### src/rtl/tick_rate_pkg.sv
package tick_rate_pkg;
  // Rate choice carried by one select bit.
  typedef enum logic {
    RATE_LEGACY = 1'b0,
    RATE_FAST   = 1'b1
  } rate_e;

  // Default location of the rate control register in the special-function space.
  localparam logic [7:0] CTRL_ADDR_DEFAULT = 8'h8E;
endpackage

### src/rtl/trs_reset_sync.sv
module trs_reset_sync #(
  parameter int unsigned STAGES = 2
) (
  input  logic clk,
  input  logic arst_n,
  output logic rst_n_o
);
  logic [STAGES-1:0] sync_q;
  logic [STAGES-1:0] sync_d;

  always_comb begin
    sync_d = (sync_q << 1) | STAGES'(1);
  end

  always_ff @(posedge clk or negedge arst_n) begin
    if (!arst_n) begin
      sync_q <= '0;
    end else begin
      sync_q <= sync_d;
    end
  end

  assign rst_n_o = sync_q[STAGES-1];
endmodule

### src/rtl/trs_phase_gen.sv
module trs_phase_gen #(
  parameter int unsigned DIV_SLOW = 12,
  parameter int unsigned DIV_FAST = 4
) (
  input  logic clk,
  input  logic rst_n,
  output logic slow_hit,
  output logic fast_hit
);
  localparam int unsigned PH_W  = $clog2(DIV_SLOW);
  localparam int unsigned SUB_W = $clog2(DIV_FAST);

  logic [PH_W-1:0]  phase_q, phase_d;
  logic [SUB_W-1:0] sub_q, sub_d;
  logic             phase_wrap, sub_wrap;

  // Both counters start at zero and DIV_SLOW is a multiple of DIV_FAST,
  // so the fast sub-phase is zero exactly at phases 0, DIV_FAST, 2*DIV_FAST ...
  always_comb begin
    phase_wrap = (phase_q == PH_W'(DIV_SLOW - 1));
    sub_wrap   = (sub_q == SUB_W'(DIV_FAST - 1));
    phase_d    = phase_wrap ? '0 : phase_q + PH_W'(1);
    sub_d      = sub_wrap   ? '0 : sub_q + SUB_W'(1);
  end

  always_ff @(posedge clk or negedge rst_n) begin
    if (!rst_n) begin
      phase_q <= '0;
      sub_q   <= '0;
    end else begin
      phase_q <= phase_d;
      sub_q   <= sub_d;
    end
  end

  assign slow_hit = (phase_q == '0);
  assign fast_hit = (sub_q == '0);
endmodule

### src/rtl/trs_ctrl_reg.sv
module trs_ctrl_reg #(
  parameter int unsigned       ADDR_W = 8,
  parameter int unsigned       DATA_W = 8,
  parameter logic [ADDR_W-1:0] ADDR   = 8'h8E
) (
  input  logic              clk,
  input  logic              rst_n,
  input  logic              we,
  input  logic [ADDR_W-1:0] addr,
  input  logic [DATA_W-1:0] wdata,
  output logic [DATA_W-1:0] q
);
  logic [DATA_W-1:0] q_q, q_d;
  logic              hit;

  always_comb begin
    hit = we && (addr == ADDR);
    q_d = q_q;
    if (hit) begin
      q_d = wdata;
    end
  end

  always_ff @(posedge clk or negedge rst_n) begin
    if (!rst_n) begin
      q_q <= '0;
    end else if (hit) begin
      q_q <= q_d;
    end
  end

  assign q = q_q;
endmodule

### src/rtl/trs_tick_sel.sv
module trs_tick_sel
  import tick_rate_pkg::*;
#(
  parameter int unsigned NUM = 3
) (
  input  logic           clk,
  input  logic           rst_n,
  input  logic [NUM-1:0] sel,
  input  logic           slow_hit,
  input  logic           fast_hit,
  output logic [NUM-1:0] tick
);
  logic [NUM-1:0] tick_q, tick_d;

  for (genvar g = 0; g < NUM; g++) begin : g_lane
    rate_e rate;
    assign rate = rate_e'(sel[g]);
    always_comb begin
      tick_d[g] = (rate == RATE_FAST) ? fast_hit : slow_hit;
    end
  end

  always_ff @(posedge clk or negedge rst_n) begin
    if (!rst_n) begin
      tick_q <= '0;
    end else begin
      tick_q <= tick_d;
    end
  end

  assign tick = tick_q;
endmodule

### src/rtl/tick_rate_sel.sv
module tick_rate_sel #(
  parameter int unsigned       NUM_TIMERS = 3,
  parameter int unsigned       SEL_LSB    = 3,
  parameter int unsigned       DIV_SLOW   = 12,
  parameter int unsigned       DIV_FAST   = 4,
  parameter int unsigned       ADDR_W     = 8,
  parameter int unsigned       DATA_W     = 8,
  parameter logic [ADDR_W-1:0] CTRL_ADDR  = tick_rate_pkg::CTRL_ADDR_DEFAULT,
  parameter int unsigned       RST_STAGES = 2
) (
  input  logic                  clk,
  input  logic                  rst_n,
  input  logic                  cfg_we,
  input  logic [ADDR_W-1:0]     cfg_addr,
  input  logic [DATA_W-1:0]     cfg_wdata,
  output logic [DATA_W-1:0]     cfg_rdata,
  output logic [NUM_TIMERS-1:0] tick
);
  logic                  rst_int_n;
  logic                  slow_hit;
  logic                  fast_hit;
  logic [DATA_W-1:0]     ctrl_q;
  logic [NUM_TIMERS-1:0] sel;

  trs_reset_sync #(.STAGES(RST_STAGES)) u_rst (
    .clk     (clk),
    .arst_n  (rst_n),
    .rst_n_o (rst_int_n)
  );

  trs_phase_gen #(.DIV_SLOW(DIV_SLOW), .DIV_FAST(DIV_FAST)) u_phase (
    .clk      (clk),
    .rst_n    (rst_int_n),
    .slow_hit (slow_hit),
    .fast_hit (fast_hit)
  );

  trs_ctrl_reg #(.ADDR_W(ADDR_W), .DATA_W(DATA_W), .ADDR(CTRL_ADDR)) u_reg (
    .clk   (clk),
    .rst_n (rst_int_n),
    .we    (cfg_we),
    .addr  (cfg_addr),
    .wdata (cfg_wdata),
    .q     (ctrl_q)
  );

  assign sel       = ctrl_q[SEL_LSB +: NUM_TIMERS];
  assign cfg_rdata = ctrl_q;

  trs_tick_sel #(.NUM(NUM_TIMERS)) u_sel (
    .clk      (clk),
    .rst_n    (rst_int_n),
    .sel      (sel),
    .slow_hit (slow_hit),
    .fast_hit (fast_hit),
    .tick     (tick)
  );
endmodule

### config.mk
export PLATFORM = sky130hd
export DESIGN_NAME = tick_rate_sel
export DESIGN_NICKNAME = d
export VERILOG_FILES = /design/src/rtl/tick_rate_pkg.sv /design/src/rtl/trs_reset_sync.sv /design/src/rtl/trs_phase_gen.sv /design/src/rtl/trs_ctrl_reg.sv /design/src/rtl/trs_tick_sel.sv /design/src/rtl/tick_rate_sel.sv
export SDC_FILE = /design/constraint.sdc
export NUM_CORES = 1
export LEC_CHECK = 0
export ABC_CLOCK_PERIOD_IN_PS = 1000
export BUFFER_PORTS_ARGS = -buffer_cell sky130_fd_sc_hd__buf_2
export CAP_MARGIN = 20
export CORE_MARGIN = 2
export CORE_UTILIZATION = 45
export DETAILED_ROUTE_END_ITERATION = 8
export PLACE_DENSITY = 0.75
export SYNTH_ARGS = -nofsm -noshare
export SYNTH_HDL_FRONTEND = slang
export SYNTH_SLANG_ARGS = --single-unit
### constraint.sdc
create_clock -name clk -period 1 [get_ports clk]
set_clock_uncertainty 0.2 [all_clocks]
set_input_delay 0.2 -clock clk [delete_from_list [all_inputs] [get_ports clk]]
set_output_delay 0.2 -clock clk [all_outputs]
set_load 0.1 [all_outputs]
Word-level counts from Yosys, hierarchy flattened --
Index checks and enable logic that the tools add are counted.
Storage, ports and cells: register bits 19, bits of input ports 19, output and inout port bits 11, logic and storage cells 18
Operators by class: $add $sub $neg 2, equality and inequality tests 3, muxes and demuxes 5, reduce and logical (&&, ||, !) cells 3
Operator list (count):
- equality test 8 bit (second input constant) | 1
- adder 4 x 1 -> 4 bit (second input constant) | 1
- equality test 4 bit (second input constant) | 1
- logical NOT 4 bit | 1
- 2-to-1 mux 4 bit | 1
- 2-to-1 mux 1 bit | 3
- adder 2 x 1 -> 2 bit (second input constant) | 1
- equality test 2 bit (second input constant) | 1
- logical NOT 2 bit | 1
- 2-to-1 mux 2 bit | 1
- logical AND 1 bit | 1

Longest topological paths before layout --
Gate-level depths: netlist (run 1).
depth after elaboration 2, depth in mapped cells 4, gate-level depth less buffers 4

Cells and area by module --
Synthesis (run 1) repeated with hierarchy kept, for this count alone.
Unflattened totals: cell total of the unflattened synthesis 54, area, all modules 805.8 sq um
Modules (own cells, without submodules):
- trs_ctrl_reg | times used 1, cells an instance 20, area each 354.1 sq um
- trs_phase_gen | times used 1, cells an instance 25, area each 285.3 sq um
- trs_tick_sel | times used 1, cells an instance 6, area each 112.6 sq um
- trs_reset_sync | times used 1, cells an instance 3, area each 53.8 sq um

Least setup slack after synthesis (run 1) --
OpenSTA, ideal clock, no wires.
path kind input-to-reg, start input port cfg_addr[5], end register u_reg.q_q[3] (netlist: u_reg.q[3]), arrival 1.525 ns, slack -0.851 ns, cell stages on the path 3, cell sequence or4b_4 > nor4_4 > mux2_2
Between the ends: word-level cells in the longest chain between the ends 2
RTL lines:
- from (decl) | RTL line tick_rate_sel.sv:14 | input logic [ADDR_W-1:0] cfg_addr,
- equality test 8 bit | RTL line trs_ctrl_reg.sv:17 | hit = we && (addr == ADDR);
- logical AND 1 bit | RTL line trs_ctrl_reg.sv:17
- to (signal assigned) | RTL line trs_ctrl_reg.sv:28 | q_q <= q_d;
- to (decl) | RTL line trs_ctrl_reg.sv:13 | logic [DATA_W-1:0] q_q, q_d;
No other way between the ends. A chain may end at the register's enable or synchronous reset.

Final worst setup path (run 1) --
start input port cfg_addr[5], end register u_reg.q_q[7] (netlist: u_reg.q[7])
The elaborated chain is that of the path after synthesis.

==> results of run 1 <==
## cells in the final DEF, fill, tap and decap left out
cell / instances
clkbuf_4: 3
mux2_2: 4
dfrtp_1: 6
dfrtp_4: 11
mux2_4: 4
buf_4: 10
nand2_2: 4
inv_2: 5
buf_2: 17
nor4_4: 1
clkinv_2: 1
buf_6: 5
o21ai_1: 1
dfrtp_2: 2
buf_12: 11
nor2_2: 1
nor2_4: 1
conb_1: 1
nand2_1: 4
o21ai_2: 3
nand2_4: 1
ha_4: 4
xor2_1: 1
or4b_4: 1
o22ai_1: 1
dlygate4sd3_1: 1
a31oi_4: 1
## what timing repair did
action | 4_1_cts | 5_1_grt
hold endpoints to repair | 27 | 8
cloned | 0 | 0
gates resized for setup | 19 | 20
setup buffers | 4 | 7
setup endpoints to repair | 27 | 28
pin swaps | 1 | 7
## state kept, by name (all words and copies together) (netlist names)
| register | flops |
|---|---|
| u_phase.phase_q | 4 |
| u_phase.sub_q | 2 |
| u_reg.q | 8 |
| u_rst.sync_q | 2 |
| u_sel.tick | 3 |
## routing by layer
| metal | GRT usage | vias up | part of all wire |
|---|---|---|---|
| li1 | - | 282 | - |
| met1 | 0.263 | 313 | 0.32 |
| met2 | 0.411 | 24 | 0.62 |
| met3 | 0.0240 | 6 | 0.032 |
| met4 | 0.106 | 0 | 0.030 |
| met5 | 0 | - | 0 |
## where the power goes
group / switching (W) / internal (W)
combinational: 0.000175 / 0.000133
sequential: 0.0000206 / 0.000798
clock: 0.000251 / 0.000149
## stage by stage
stage / utilization / setup slack, ns / hold slack, ns / power (W) / cell area, um2
3_5_place_dp: 0.757 / -0.929 / -0.210 / 0.00110 / 1170
4_1_cts: 0.850 / -0.604 / -0.0718 / 0.00150 / 1310
5_1_grt: 0.916 / -0.627 / -0.0767 / 0.00157 / 1410
6_report: 0.916 / -0.613 / -0.0722 / 0.00153 / 1410
2_1_floorplan: - / -0.850 / -0.296 / 0.000976 / 800
3_3_place_gp: 0.757 / -0.898 / -0.216 / 0.00110 / 1170
## path summary, 6_finish.rpt
| kind | from | slack (ns) | endpoint |
|---|---|---|---|
| worst max-delay path | cfg_addr[5] | -0.61 | u_reg.q[7] |
| worst min-delay path | cfg_wdata[6] | -0.07 | u_reg.q[6] |
| worst max register to register | u_reg.q[3] | -0.22 | u_reg.q[3] |
| worst min register to register | u_rst.sync_q[1] | -0.02 | u_reg.q[2] |
| max in group asynchronous | u_rst.sync_q[1] | 0.40 | u_reg.q[7] |
| min in group asynchronous | u_rst.sync_q[1] | -0.02 | u_reg.q[2] |
## logic make-up (layout without fill, tap and decap cells)
group | after synthesis | count (layout) | synth area share
xor+xnor | 1 | 1 | 0.0116
simple gates | 13 | 13 | 0.101
compound gates | 6 | 6 | 0.0431
fa+ha+maj | 4 | 4 | 0.0662
other cells | 1 | 1 | 0.00496
buf+inv | 5 | 53 | 0.0248
flops | 19 | 19 | 0.629
mux | 8 | 8 | 0.119
## cell type report
| type | count | area, um2 | share of cell area |
|---|---|---|---|
| clock inverter | 1 | 5.00 | 0.00354 |
| inverter | 5 | 18.8 | 0.0133 |
| clock buffer | 3 | 22.5 | 0.0159 |
| timing repair buffer | 44 | 447 | 0.316 |
| sequential | 19 | 519 | 0.368 |
| tap | 16 | 20.0 | 0.0142 |
| multi-input combinational | 33 | 380 | 0.269 |
==> impl_metrics.env, run 1 <==
export IMPL_status="finished with violations"
export IMPL_violations="negative hold slack, negative setup slack"
export IMPL_synth_top_area_share=0.629
export IMPL_cts_root_buf="clkbuf_4"
export IMPL_fin_nets=129
export IMPL_vias=625
export IMPL_cts_made_buffers=3
export IMPL_die_area_um2=2020
export IMPL_htree_levels=1
export IMPL_critPathTopFamily="simple AND/OR/NAND/NOR gates"
export IMPL_synth_main_ff_cell="dfrtp_1"
export IMPL_clock_latency_ns=0.30
export IMPL_gr_total_overflow=0
export IMPL_cp_required_ns=0.99
export IMPL_synth_area_leader_cell="dfrtp_1"
export IMPL_fmax_ghz=0.620
export IMPL_ioPinCount=30
export IMPL_die_w_um=45.0
export IMPL_core_um2=1540
export IMPL_cp_max_fo=4
export IMPL_place_inst=107
export IMPL_worst_r2r_cell_count=2
export IMPL_ctsHoldBuffers=1
export IMPL_yosys_top_cells_count="19 x dfrtp_1, 9 x nand2_1, 8 x mux2_2"
export IMPL_hold_class="in -> reg"
export IMPL_slowest_delay_ns=0.54
export IMPL_synth_most_common_cell="dfrtp_1"
export IMPL_portBuffers=29
export IMPL_fin_cells=121
export IMPL_hold_violations=25
export IMPL_numClockSinks=19
export IMPL_ys_seq_elements=19
export IMPL_diodes=0
export IMPL_filler_cell_count=54
export IMPL_detail_route_wl_per_cell_um=19.3
export IMPL_path_clk_slew_ns=0.12
export IMPL_drt_initial_drc_count=13
export IMPL_synth_edf_count=0
export IMPL_drv_slew=0
export IMPL_antenna_found_initial=0
export IMPL_grt_use_total=0.226
export IMPL_ant_nets=0
export IMPL_peakVddDrop_v=0.00103
export IMPL_seq_area_frac_synth=0.629
export IMPL_path_class="in -> reg"
export IMPL_cp_end_kind="register"
export IMPL_arrival_ns=1.61
export IMPL_wirelength_um=2340
export IMPL_post_route_period_util=1.61
export IMPL_initial_utilization=0.490
export IMPL_grt_max_degree=18
export IMPL_cts_tree="built"
export IMPL_power_density_nw_per_um2=1080
export IMPL_path_buf_inv=2
export IMPL_setup_ws_ns=-0.613
export IMPL_place_gp_congestion=0.669
export IMPL_fp_dieH_um=45.0
export IMPL_setup_violations=28
export IMPL_startpoint_type="primary input"
export IMPL_crit_chain="buf_6 -> or4b_4 -> nor4_4 -> buf_4 -> mux2_4"
export IMPL_synthTopCellsByArea="dfrtp_1 63%, mux2_2 12%, ha_1 6.6%"
export IMPL_drt_first_pass_iters=4
export IMPL_drc=0
export IMPL_cap_violations=0
export IMPL_final_setup_tns_ns=-9.95
export IMPL_via_per_inst=5.17
export IMPL_grt_pass1_wl_um=3080
export IMPL_cts_buffer_depth=2
export IMPL_slowest_stage="or4b_4"
export IMPL_rsz0062_at_grt="true"
export IMPL_drive_above_1_share=0.857
export IMPL_min_period_ns=1.61
export IMPL_row_count=14
export IMPL_synthDistinctLibCells=13
export IMPL_p_leak_nw=0.633
export IMPL_syn_num_nets=80
export IMPL_avgSynthCellArea_um2=13.3
export IMPL_whs_ns=-0.0722
export IMPL_worst_path_stages=5
export IMPL_synth_async_reset_ratio=1.00
export IMPL_synth_area_um2=756
export IMPL_grt_pass1_vias=662
export IMPL_dp_hpwl_um=1230
export IMPL_synthCells=57
export IMPL_min_path_cells=2
export IMPL_area_growth_pct=86.9
export IMPL_synth_yosys_warnings=0
(Power assumes the default switching activity.)
==> inputs of run 2 (changes only) <==
--- a/config.mk
+++ b/config.mk
@@ -9,9 +9,11 @@
 export BUFFER_PORTS_ARGS = -buffer_cell sky130_fd_sc_hd__buf_2
 export CAP_MARGIN = 20
 export CORE_MARGIN = 2
-export CORE_UTILIZATION = 45
+export CORE_UTILIZATION = 48
+export CTS_BUF_LIST = sky130_fd_sc_hd__clkbuf_8
 export DETAILED_ROUTE_END_ITERATION = 8
-export PLACE_DENSITY = 0.75
+export PLACE_DENSITY = 0.79
+export RECOVER_POWER = 25
 export SYNTH_ARGS = -nofsm -noshare
 export SYNTH_HDL_FRONTEND = slang
 export SYNTH_SLANG_ARGS = --single-unit
==> run 2 against run 1 <==
The run still ends with negative hold slack, negative setup slack left; first-iteration DRC count fell by 7.7%; via count down 2.1%; sequential share of layout area grew 0.66 points; sequential power barely moved; final cell count decreased by 2.5%; wire length is 1.1% higher; non-clock buffer count down 3; maximum frequency fell by 2.5%; cell area decreased by 1.8%; core utilization up 1.6 points.
==> impl_metrics.env, run 2 (synthesis results as in run 1) <==
export IMPL_cts_buffer_depth=2
export IMPL_diodes=0
export IMPL_worst_path_stages=5
export IMPL_path_buf_inv=2
export IMPL_path_class="in -> reg"
export IMPL_area_growth_pct=83.6
export IMPL_final_common_cell="buf_2"
export IMPL_drc=0
export IMPL_ff2ff_setup_slack_ns=-0.24
export IMPL_slowest_delay_ns=0.54
export IMPL_utilization=0.932
export IMPL_fmax_ghz=0.604
export IMPL_slowest_stage="or4b_4"
export IMPL_min_period_ns=1.66
export IMPL_drive_above_1_share=0.814
export IMPL_clock_latency_ns=0.26
export IMPL_place_gp_congestion=0.673
export IMPL_hold_violations=5
export IMPL_hold_class="in -> reg"
export IMPL_cp_end_kind="register"
export IMPL_min_from="cfg_wdata[4]"
export IMPL_post_route_period_util=1.66
export IMPL_setup_violations=27
export IMPL_grt_pass1_wl_um=3350
export IMPL_peakVddDrop_v=0.00114
export IMPL_crit_chain="buf_6 -> or4b_4 -> nor4_4 -> buf_6 -> mux2_2"
export IMPL_core_um2=1490
export IMPL_wirelength_um=2360
export IMPL_status="finished with violations"
export IMPL_rsz0062_at_grt="true"
export IMPL_crit_top_cell="buf_6"
export IMPL_grt_pass1_vias=682
export IMPL_violations="negative hold slack, negative setup slack"
export IMPL_critPathTopFamily="simple AND/OR/NAND/NOR gates"
export IMPL_cap_violations=0
export IMPL_numClockSinks=19
export IMPL_worstReg2RegEnd="u_reg.q[3]"
export IMPL_initial_utilization=0.508
export IMPL_drt_first_pass_iters=4
export IMPL_p_leak_nw=0.616
export IMPL_whs_ns=-0.0234
export IMPL_htree_levels=1
export IMPL_min_to="u_reg.q[4]"
export IMPL_ant_nets=0
export IMPL_portBuffers=29
export IMPL_path_clk_slew_ns=0.07
export IMPL_cts_root_buf="clkbuf_8"
export IMPL_drt_initial_drc_count=12
export IMPL_largest_register_ffs=8
export IMPL_ioPinCount=30
export IMPL_rr_startpoint="u_reg.q[3]"
export IMPL_final_cell_mix="16 x buf_2, 11 x buf_12, 11 x dfrtp_4"
export IMPL_die_area_um2=1910
export IMPL_setup_ws_ns=-0.655
export IMPL_drv_slew=0
export IMPL_via_per_inst=5.19
export IMPL_gr_total_overflow=0
export IMPL_dp_hpwl_um=1240
export IMPL_cts_tree="built"
export IMPL_ctsHoldBuffers=1
export IMPL_fp_dieH_um=43.7
export IMPL_grt_max_degree=18
export IMPL_vias=612
export IMPL_final_setup_tns_ns=-9.54
export IMPL_startpoint_type="primary input"
export IMPL_arrival_ns=1.59
export IMPL_grt_use_total=0.254
export IMPL_cts_made_buffers=3
export IMPL_min_path_cells=2
export IMPL_row_count=14
export IMPL_detail_route_wl_per_cell_um=20.0
export IMPL_fin_nets=126
export IMPL_die_w_um=43.7
export IMPL_antenna_found_initial=0
export IMPL_filler_cell_count=48
export IMPL_worst_r2r_cell_count=2
export IMPL_power_density_nw_per_um2=1190
export IMPL_cp_max_fo=8
export IMPL_cp_required_ns=0.94
-- run 2: metal layers --
metal | part of all wire | GRT usage | vias up
li1 | - | - | 278
met5 | 0 | 0 | -
met4 | 0.011 | 0.121 | 0
met3 | 0.039 | 0.0333 | 4
met1 | 0.37 | 0.285 | 305
met2 | 0.58 | 0.468 | 25
-- run 2: layout make-up --
class	instances	area, um2	share of cell area
repair buffers	41	428	0.308
inverters	5	18.8	0.0135
flip-flops and latches	19	519	0.374
multi-input cells	33	355	0.256
well taps	16	20.0	0.0144
clock buffers	3	41.3	0.0298
clock inverters	1	5.00	0.00361
-- run 2: worst max path at each step --
| stage | from | end | slack [ns] |
|---|---|---|---|
| 4_1_cts | cfg_addr[5] | u_reg.q[0] | -0.66 |
| 3_5_place_dp | cfg_addr[5] | u_reg.q[1] | -0.94 |
| 2_1_floorplan | cfg_addr[5] | u_reg.q[0] | -0.85 |
| 3_3_place_gp | cfg_addr[5] | u_reg.q[1] | -0.90 |
| 5_1_grt | cfg_addr[5] | u_reg.q[7] | -0.69 |
| 6_report | cfg_addr[5] | u_reg.q[7] | -0.66 |
-- run 2: timing repair --
action	CTS	global route
endpoints found under the setup margin	28	28
resized for setup	21	13
buffers inserted	4	2
pin swaps	4	2
hold endpoints to repair	25	4
-- run 2: power by group --
group / switching, W / internal, W / total [W]
Combinational: 0.000176 / 0.000124 / 0.000301
Sequential: 0.0000206 / 0.000798 / 0.000818
Clock: 0.000259 / 0.000277 / 0.000536
Total: 0.000456 / 0.00120 / 0.00166
-- run 2: worst reg2reg max path, stage by stage, from the launching register on --
cell	delay [ns]
dfrtp_4	0.50
buf_4	0.16
mux2_4	0.27
-- run 2: per-stage QoR --
stage | instance area, um2 | cells | hold WS [ns] | total power [W] | setup slack [ns]
finish | 1390 | 118 | -0.0234 | 0.00166 | -0.655
global route | 1390 | 118 | -0.0202 | 0.00170 | -0.689
CTS | 1340 | 116 | -0.0189 | 0.00164 | -0.658
detailed placement | 1170 | 107 | -0.214 | 0.00110 | -0.936
global placement | 1170 | 107 | -0.215 | 0.00110 | -0.897
floorplan | 800 | 57 | -0.296 | 0.000976 | -0.850
